$ cat src/rtl/dff_pkg.sv
package dff_pkg;

   typedef enum logic [1:0] {
      THR_TX_AF = 2'd0,
      THR_TX_AE = 2'd1,
      THR_RX_AF = 2'd2,
      THR_RX_AE = 2'd3
   } thr_sel_e;

   localparam int NUM_THR = 4;

endpackage

$ cat src/rtl/dff_thr_regs.sv
module dff_thr_regs
   import dff_pkg::*;
#(
   parameter int TW     = 6,
   parameter int AF_RST = 54,
   parameter int AE_RST = 4
) (
   input  logic          clk,
   input  logic          rst_n,
   input  logic          cfg_we,
   input  logic [1:0]    cfg_sel,
   input  logic [TW-1:0] cfg_data,
   output logic [TW-1:0] tx_af_thr,
   output logic [TW-1:0] tx_ae_thr,
   output logic [TW-1:0] rx_af_thr,
   output logic [TW-1:0] rx_ae_thr
);

   logic [TW-1:0] thr_q [NUM_THR];

   for (genvar g = 0; g < NUM_THR; g++) begin : g_thr
      localparam logic [TW-1:0] RST_VAL =
         ((g == int'(THR_TX_AF)) || (g == int'(THR_RX_AF))) ? TW'(AF_RST) : TW'(AE_RST);

      always_ff @(posedge clk or negedge rst_n) begin
         if (!rst_n) begin
            thr_q[g] <= RST_VAL;
         end else if (cfg_we && (cfg_sel == 2'(g))) begin
            thr_q[g] <= cfg_data;
         end
      end
   end

   assign tx_af_thr = thr_q[THR_TX_AF];
   assign tx_ae_thr = thr_q[THR_TX_AE];
   assign rx_af_thr = thr_q[THR_RX_AF];
   assign rx_ae_thr = thr_q[THR_RX_AE];

endmodule

$ cat src/rtl/dff_fifo_core.sv
module dff_fifo_core #(
   parameter int DW    = 8,
   parameter int DEPTH = 64,
   parameter int CW    = $clog2(DEPTH + 1)
) (
   input  logic          clk,
   input  logic          rst_n,
   input  logic          clr,
   input  logic          wr,
   input  logic [DW-1:0] wdata,
   input  logic          rd,
   output logic [DW-1:0] rdata,
   output logic [CW-1:0] count,
   output logic          err
);

   localparam int AW = (DEPTH > 1) ? $clog2(DEPTH) : 1;

   logic [DW-1:0] mem [DEPTH];
   logic [AW-1:0] wr_ptr_q, rd_ptr_q, wr_ptr_nx, rd_ptr_nx;
   logic [CW-1:0] count_q;
   logic          err_q;
   logic          wr_ok, rd_ok, bad_op;

   assign wr_ok  = wr && (count_q != CW'(DEPTH));
   assign rd_ok  = rd && (count_q != '0);
   assign bad_op = (wr && !wr_ok) || (rd && !rd_ok);

   if (DEPTH == (1 << AW)) begin : g_pow2_wrap
      assign wr_ptr_nx = wr_ptr_q + AW'(1);
      assign rd_ptr_nx = rd_ptr_q + AW'(1);
   end else begin : g_mod_wrap
      assign wr_ptr_nx = (wr_ptr_q == AW'(DEPTH - 1)) ? '0 : wr_ptr_q + AW'(1);
      assign rd_ptr_nx = (rd_ptr_q == AW'(DEPTH - 1)) ? '0 : rd_ptr_q + AW'(1);
   end

   always_ff @(posedge clk) begin
      if (wr_ok && !clr) begin
         mem[wr_ptr_q] <= wdata;
      end
   end

   always_ff @(posedge clk or negedge rst_n) begin
      if (!rst_n) begin
         wr_ptr_q <= '0;
         rd_ptr_q <= '0;
         count_q  <= '0;
         err_q    <= 1'b0;
      end else if (clr) begin
         wr_ptr_q <= '0;
         rd_ptr_q <= '0;
         count_q  <= '0;
         err_q    <= 1'b0;
      end else begin
         if (wr_ok) wr_ptr_q <= wr_ptr_nx;
         if (rd_ok) rd_ptr_q <= rd_ptr_nx;
         count_q <= count_q + CW'(wr_ok) - CW'(rd_ok);
         if (bad_op) err_q <= 1'b1;
      end
   end

   assign rdata = mem[rd_ptr_q];
   assign count = count_q;
   assign err   = err_q;

endmodule

$ cat src/rtl/dff_level_flags.sv
module dff_level_flags #(
   parameter int CW      = 7,
   parameter int TW      = 6,
   parameter bit HYST_AF = 1'b0
) (
   input  logic          clk,
   input  logic          rst_n,
   input  logic          clr,
   input  logic [CW-1:0] count,
   input  logic [TW-1:0] af_thr,
   input  logic [TW-1:0] ae_thr,
   output logic          afull,
   output logic          aempty
);

   logic [CW-1:0] af_lim, ae_lim;
   logic          above_af;

   assign af_lim   = CW'(af_thr);
   assign ae_lim   = CW'(ae_thr);
   assign above_af = count > af_lim;
   assign aempty   = count <= ae_lim;

   if (HYST_AF) begin : g_hyst
      logic held_q;
      logic on_af;
      assign on_af = (count == af_lim);
      assign afull = above_af || (on_af && held_q);

      always_ff @(posedge clk or negedge rst_n) begin
         if (!rst_n)   held_q <= 1'b0;
         else if (clr) held_q <= 1'b0;
         else          held_q <= afull;
      end
   end else begin : g_plain
      assign afull = above_af;
   end

endmodule

$ cat src/rtl/dual_fifo_flags.sv
module dual_fifo_flags
   import dff_pkg::*;
#(
   parameter int DW     = 8,
   parameter int DEPTH  = 64,
   parameter int TW     = 6,
   parameter int AF_RST = 54,
   parameter int AE_RST = 4,
   parameter int CW     = $clog2(DEPTH + 1)
) (
   input  logic          clk,
   input  logic          rst_n,
   input  logic          cfg_we,
   input  logic [1:0]    cfg_sel,
   input  logic [TW-1:0] cfg_data,
   input  logic          tx_fifo_rst,
   input  logic          tx_wr,
   input  logic [DW-1:0] tx_wdata,
   input  logic          tx_rd,
   output logic [DW-1:0] tx_rdata,
   output logic [CW-1:0] tx_count,
   output logic          tx_afull,
   output logic          tx_aempty,
   output logic          tx_err,
   input  logic          rx_fifo_rst,
   input  logic          rx_wr,
   input  logic [DW-1:0] rx_wdata,
   input  logic          rx_rd,
   output logic [DW-1:0] rx_rdata,
   output logic [CW-1:0] rx_count,
   output logic          rx_afull,
   output logic          rx_aempty,
   output logic          rx_err,
   output logic          fifo_err
);

   if (DEPTH < 2) begin : g_bad_depth
      $error("dual_fifo_flags: DEPTH must be at least 2");
   end
   if ((1 << TW) < DEPTH) begin : g_bad_tw
      $error("dual_fifo_flags: TW too narrow to span DEPTH-1");
   end
   if (CW < $clog2(DEPTH + 1)) begin : g_bad_cw
      $error("dual_fifo_flags: CW too narrow for the count");
   end
   if ((AF_RST >= (1 << TW)) || (AE_RST >= (1 << TW))) begin : g_bad_rst
      $error("dual_fifo_flags: threshold reset value exceeds TW");
   end

   logic [TW-1:0] thr_tx_af, thr_tx_ae, thr_rx_af, thr_rx_ae;

   dff_thr_regs #(
      .TW     (TW),
      .AF_RST (AF_RST),
      .AE_RST (AE_RST)
   ) thr_i (
      .clk       (clk),
      .rst_n     (rst_n),
      .cfg_we    (cfg_we),
      .cfg_sel   (cfg_sel),
      .cfg_data  (cfg_data),
      .tx_af_thr (thr_tx_af),
      .tx_ae_thr (thr_tx_ae),
      .rx_af_thr (thr_rx_af),
      .rx_ae_thr (thr_rx_ae)
   );

   dff_fifo_core #(.DW(DW), .DEPTH(DEPTH), .CW(CW)) tx_core_i (
      .clk   (clk),
      .rst_n (rst_n),
      .clr   (tx_fifo_rst),
      .wr    (tx_wr),
      .wdata (tx_wdata),
      .rd    (tx_rd),
      .rdata (tx_rdata),
      .count (tx_count),
      .err   (tx_err)
   );

   dff_fifo_core #(.DW(DW), .DEPTH(DEPTH), .CW(CW)) rx_core_i (
      .clk   (clk),
      .rst_n (rst_n),
      .clr   (rx_fifo_rst),
      .wr    (rx_wr),
      .wdata (rx_wdata),
      .rd    (rx_rd),
      .rdata (rx_rdata),
      .count (rx_count),
      .err   (rx_err)
   );

   dff_level_flags #(.CW(CW), .TW(TW), .HYST_AF(1'b0)) tx_flags_i (
      .clk    (clk),
      .rst_n  (rst_n),
      .clr    (tx_fifo_rst),
      .count  (tx_count),
      .af_thr (thr_tx_af),
      .ae_thr (thr_tx_ae),
      .afull  (tx_afull),
      .aempty (tx_aempty)
   );

   dff_level_flags #(.CW(CW), .TW(TW), .HYST_AF(1'b1)) rx_flags_i (
      .clk    (clk),
      .rst_n  (rst_n),
      .clr    (rx_fifo_rst),
      .count  (rx_count),
      .af_thr (thr_rx_af),
      .ae_thr (thr_rx_ae),
      .afull  (rx_afull),
      .aempty (rx_aempty)
   );

   assign fifo_err = tx_err | rx_err;

endmodule

$ cat config.mk
export PLATFORM = sky130hd
export DESIGN_NAME = dual_fifo_flags
export DESIGN_NICKNAME = d
export VERILOG_FILES = /design/src/rtl/dff_pkg.sv /design/src/rtl/dff_thr_regs.sv /design/src/rtl/dff_fifo_core.sv /design/src/rtl/dff_level_flags.sv /design/src/rtl/dual_fifo_flags.sv
export SDC_FILE = /design/constraint.sdc
export NUM_CORES = 1
export LEC_CHECK = 0
export ABC_AREA = 1
export BUFFER_PORTS_ARGS = -buffer_cell sky130_fd_sc_hd__buf_4
export CELL_PAD_IN_SITES_DETAIL_PLACEMENT = 0
export CELL_PAD_IN_SITES_GLOBAL_PLACEMENT = 2
export CORE_MARGIN = 5
export CORE_UTILIZATION = 25
export CTS_CLUSTER_SIZE = 16
export DETAILED_ROUTE_END_ITERATION = 6
export HOLD_SLACK_MARGIN = 0.12
export PLACE_DENSITY = 0.56
export SLEW_MARGIN = 30
export SYNTH_ARGS = -nofsm -noshare
export SYNTH_HDL_FRONTEND = slang
export SYNTH_HIERARCHICAL = 1
export SYNTH_SLANG_ARGS = --single-unit
$ cat constraint.sdc
create_clock -name clk -period 2.7 [get_ports clk]
set_input_delay 0.405 -clock clk [delete_from_list [all_inputs] [get_ports clk]]
set_output_delay 0.405 -clock clk [all_outputs]
set_load 0.01 [all_outputs]
==> results.json <==
{
  "status": "finished with violations",
  "violations": "negative setup slack",
  "port_buffers": 69,
  "fin_hold_ws_ns": 0.179,
  "rsz0062_at_grt": "yes",
  "path_class": "reg2out",
  "grt_pass1_vias": 32343,
  "antenna_found_initial": 8,
  "grt_max_degree": 65,
  "netlist_area_um2": 47300,
  "power.leakage_nw": 23.3,
  "powerDensity_nw_per_um2": 805,
  "hold_viol": 0,
  "fp.dieH_um": 445,
  "relSlewSlack": 0.389,
  "ys_seq_elements": 1089,
  "tightest_slew_ns": 0.913,
  "period_share": 1.18,
  "clock_sinks": 1089,
  "drv_cap": 0,
  "cp-start-kind": "flip-flop",
  "insertion_delay_ns": 0.79,
  "switching_power_mw": 14.6,
  "finalSetupViolCount": 16,
  "start_util": 0.252,
  "cts_root_buf": "clkbuf_16",
  "ys.flop_type": "edfxtp_1",
  "r2r_slack_ns": 0.16,
  "io_pins": 70,
  "fmaxAchievable_mhz": 313,
  "worstSetupEndpointType": "output pin",
  "syn_area_per_cell_um2": 10.6,
  "dr.pass1.iters": 5,
  "cp.arrival_ns": 2.79,
  "grt.total_usage": 0.148,
  "combPwrFrac": 0.242,
  "final_area_um2": 59800,
  "synth_fp_nets": 4565,
  "synth_cell_types": 39,
  "rows": 159,
  "synth_enable_flop_cells": 1024,
  "hold_path_class": "in2reg",
  "antenna_left": 0,
  "place_ws_ns": 0.0501,
  "dieArea_um2": 198000,
  "viasPerCell": 4.36,
  "drcViolationCount": 0,
  "drt-initial-drc-count": 2170,
  "skew_ns": 0.0316,
  "ctsHtreeMaxLevel": 4,
  "dr_total_vias": 32461,
  "intPower_mw": 33.6,
  "cts_tree": "built",
  "cp.required_ns": 2.30,
  "postRouteWirelength_um": 150000,
  "finalWorstSetupSlack_ns": -0.495,
  "clock_path_buffers": 3,
  "core_um2": 188000,
  "power_frac_clock": 0.364,
  "slew_viol_final": 0,
  "area_growth_pct": 26.4,
  "nNetsFinal": 4928,
  "placed_area_um2": 52800,
  "critical_path_peak_fanout": 20,
  "peakVddDrop_mv": 0.537,
  "synth_cells": 4484,
  "gp_congestion": 0.741,
  "fin_cells": 7445,
  "wl_per_cell_um": 20.1,
  "min_period_ns": 3.19,
  "grt_pass1_wl_um": 220000,
  "die_x_um": 445,
  "numPlacedInstances": 7124,
  "power_switching_share": 0.303,
  "p_seq_frac": 0.394,
  "yosys_warnings": 6,
  "overflow": 0,
  "clkTransAtPathRegs_ns": 0.06,
  "async_flop_share": 0.0597,
  "dp_hpwl_um": 88500,
  "drive_gt1_frac": 0.188,
  "cts_made_buffers": 135,
  "synth_seq_area_share": 0.684
}
[metrics by stage]
stage	util	total power [mW]	setup TNS, ns
2_1_floorplan	-	24.8	0
3_3_place_gp	0.281	29.2	0
3_5_place_dp	0.281	29.2	0
4_1_cts	0.314	48.4	-9.09
5_1_grt	0.318	50.7	-9.21
6_report	0.318	48.2	-6.98
[routing by layer]
metal	vias to the layer above	wire, µm	global-route usage
met2	485	67400	0.232
met1	16004	73500	0.213
li1	15794	-	-
met3	174	5940	0.0288
met5	-	27	0
met4	4	2770	0.0345
[logic make-up after synthesis]
kind of cell | count (synthesis) | share of synthesized area
AO/OA/AOI/OAI | 217 | 0.0260
XOR/XNOR | 4 | 0.000740
adder cells (fa/ha/maj) | 48 | 0.0130
buffers and inverters | 651 | 0.0580
flip-flops | 1089 | 0.684
AND/OR/NAND/NOR | 2475 | 0.218
[power by group through the flow]
stage          clock network [mW]  logic [mW]  registers (mW)
2_1_floorplan                   0        5.53            19.3
3_3_place_gp                    0        9.96            19.3
3_5_place_dp                    0        9.90            19.3
4_1_cts                      18.2        11.3            19.0
5_1_grt                      18.9        12.9            19.0
6_report                     17.6        11.7            19.0
[sequential cells by signal, indices dropped and copies added, names as in the netlist, 7 cells and up]
signal / flops
tx_core_i/count: 7
rx_core_i/count: 7
tx_core_i/mem: 512
rx_core_i/mem: 512
[worst max-delay path, stage by stage (launching register included)]
cell	delay, ns
dfrtp_4	0.57
clkinv_16	0.17
buf_12	0.19
nand2_1	0.06
nand3_1	0.08
nand3_1	0.09
nand2_1	0.05
nor2_1	0.17
nand2_1	0.24
nand3_2	0.17
nand2_4	0.07
buf_6	0.13
[cells in the final DEF (no fill, tap or decap), drive strengths merged, types with 8 or more instances in the layout]
cell type,synthesis,layout
nand2,1505,1505
edfxtp,1024,1024
nand3,590,590
inv,424,433
buf,177,395
nor2,319,319
clkbuf,42,175
a21oi,88,88
o21ai,69,69
dfrtp,55,55
clkinv,8,54
o211ai,48,48
ha,46,46
nand4,36,36
dlygate4sd3,0,34
nor3,16,16
bufinv,0,10
dfstp,10,10
bufbuf,0,8
[area by class of cell]
type                    count  area, µm²
well taps                2495       3120
flip-flops and latches   1089      32400
repair inverters            2       20.0
repair buffers            443       4880
multi-input cells        2744      13500
diodes                      4       10.0
inverters                 432       1680
fillers                 19094     128000
clock inverters            67        617
clock buffers             169       3590
[synthesized netlist by cell type, types with 20 or more instances]
| cell | n | area [µm²] |
|---|---|---|
| buf_1 | 20 | 75.1 |
| edfxtp_1 | 1024 | 30700 |
| dfrtp_1 | 55 | 1380 |
| inv_1 | 417 | 1570 |
| a21oi_1 | 87 | 435 |
| nor2_1 | 315 | 1180 |
| buf_2 | 136 | 681 |
| o21ai_0 | 57 | 285 |
| ha_1 | 46 | 576 |
| nand3_1 | 587 | 2940 |
| nand2_1 | 1499 | 5630 |
| o211ai_1 | 48 | 360 |
| clkbuf_1 | 42 | 158 |
| nand4_1 | 24 | 150 |
[what timing repair did]
| action | 4_1_cts | 5_1_grt |
|---|---|---|
| buffers inserted | 13 | 12 |
| endpoints found under the hold margin | 203 | 0 |
| gates resized for setup | 237 | 173 |
| pin swaps | 67 | 62 |
| endpoints found under the setup margin | 19 | 43 |
| cloned | 18 | 7 |
| hold buffers | 34 | 0 |
[path summary, 6_finish.rpt]
kind,startpoint,end,depth (start not counted)
worst max-delay path,tx_core_i/rd_ptr_q[0],tx_rdata[7],11
worst min-delay path,tx_wdata[0],tx_core_i/mem[35][0],2
worst max register to register,tx_core_i/count[2],tx_core_i/count[6],17
worst min register to register,thr_i/tx_af_thr[2],thr_i/tx_af_thr[2],2
max in group asynchronous,rst_n,tx_core_i/err,3
min in group asynchronous,rst_n,thr_i/tx_af_thr[4],2
Power figures use the tool's default switching activity.
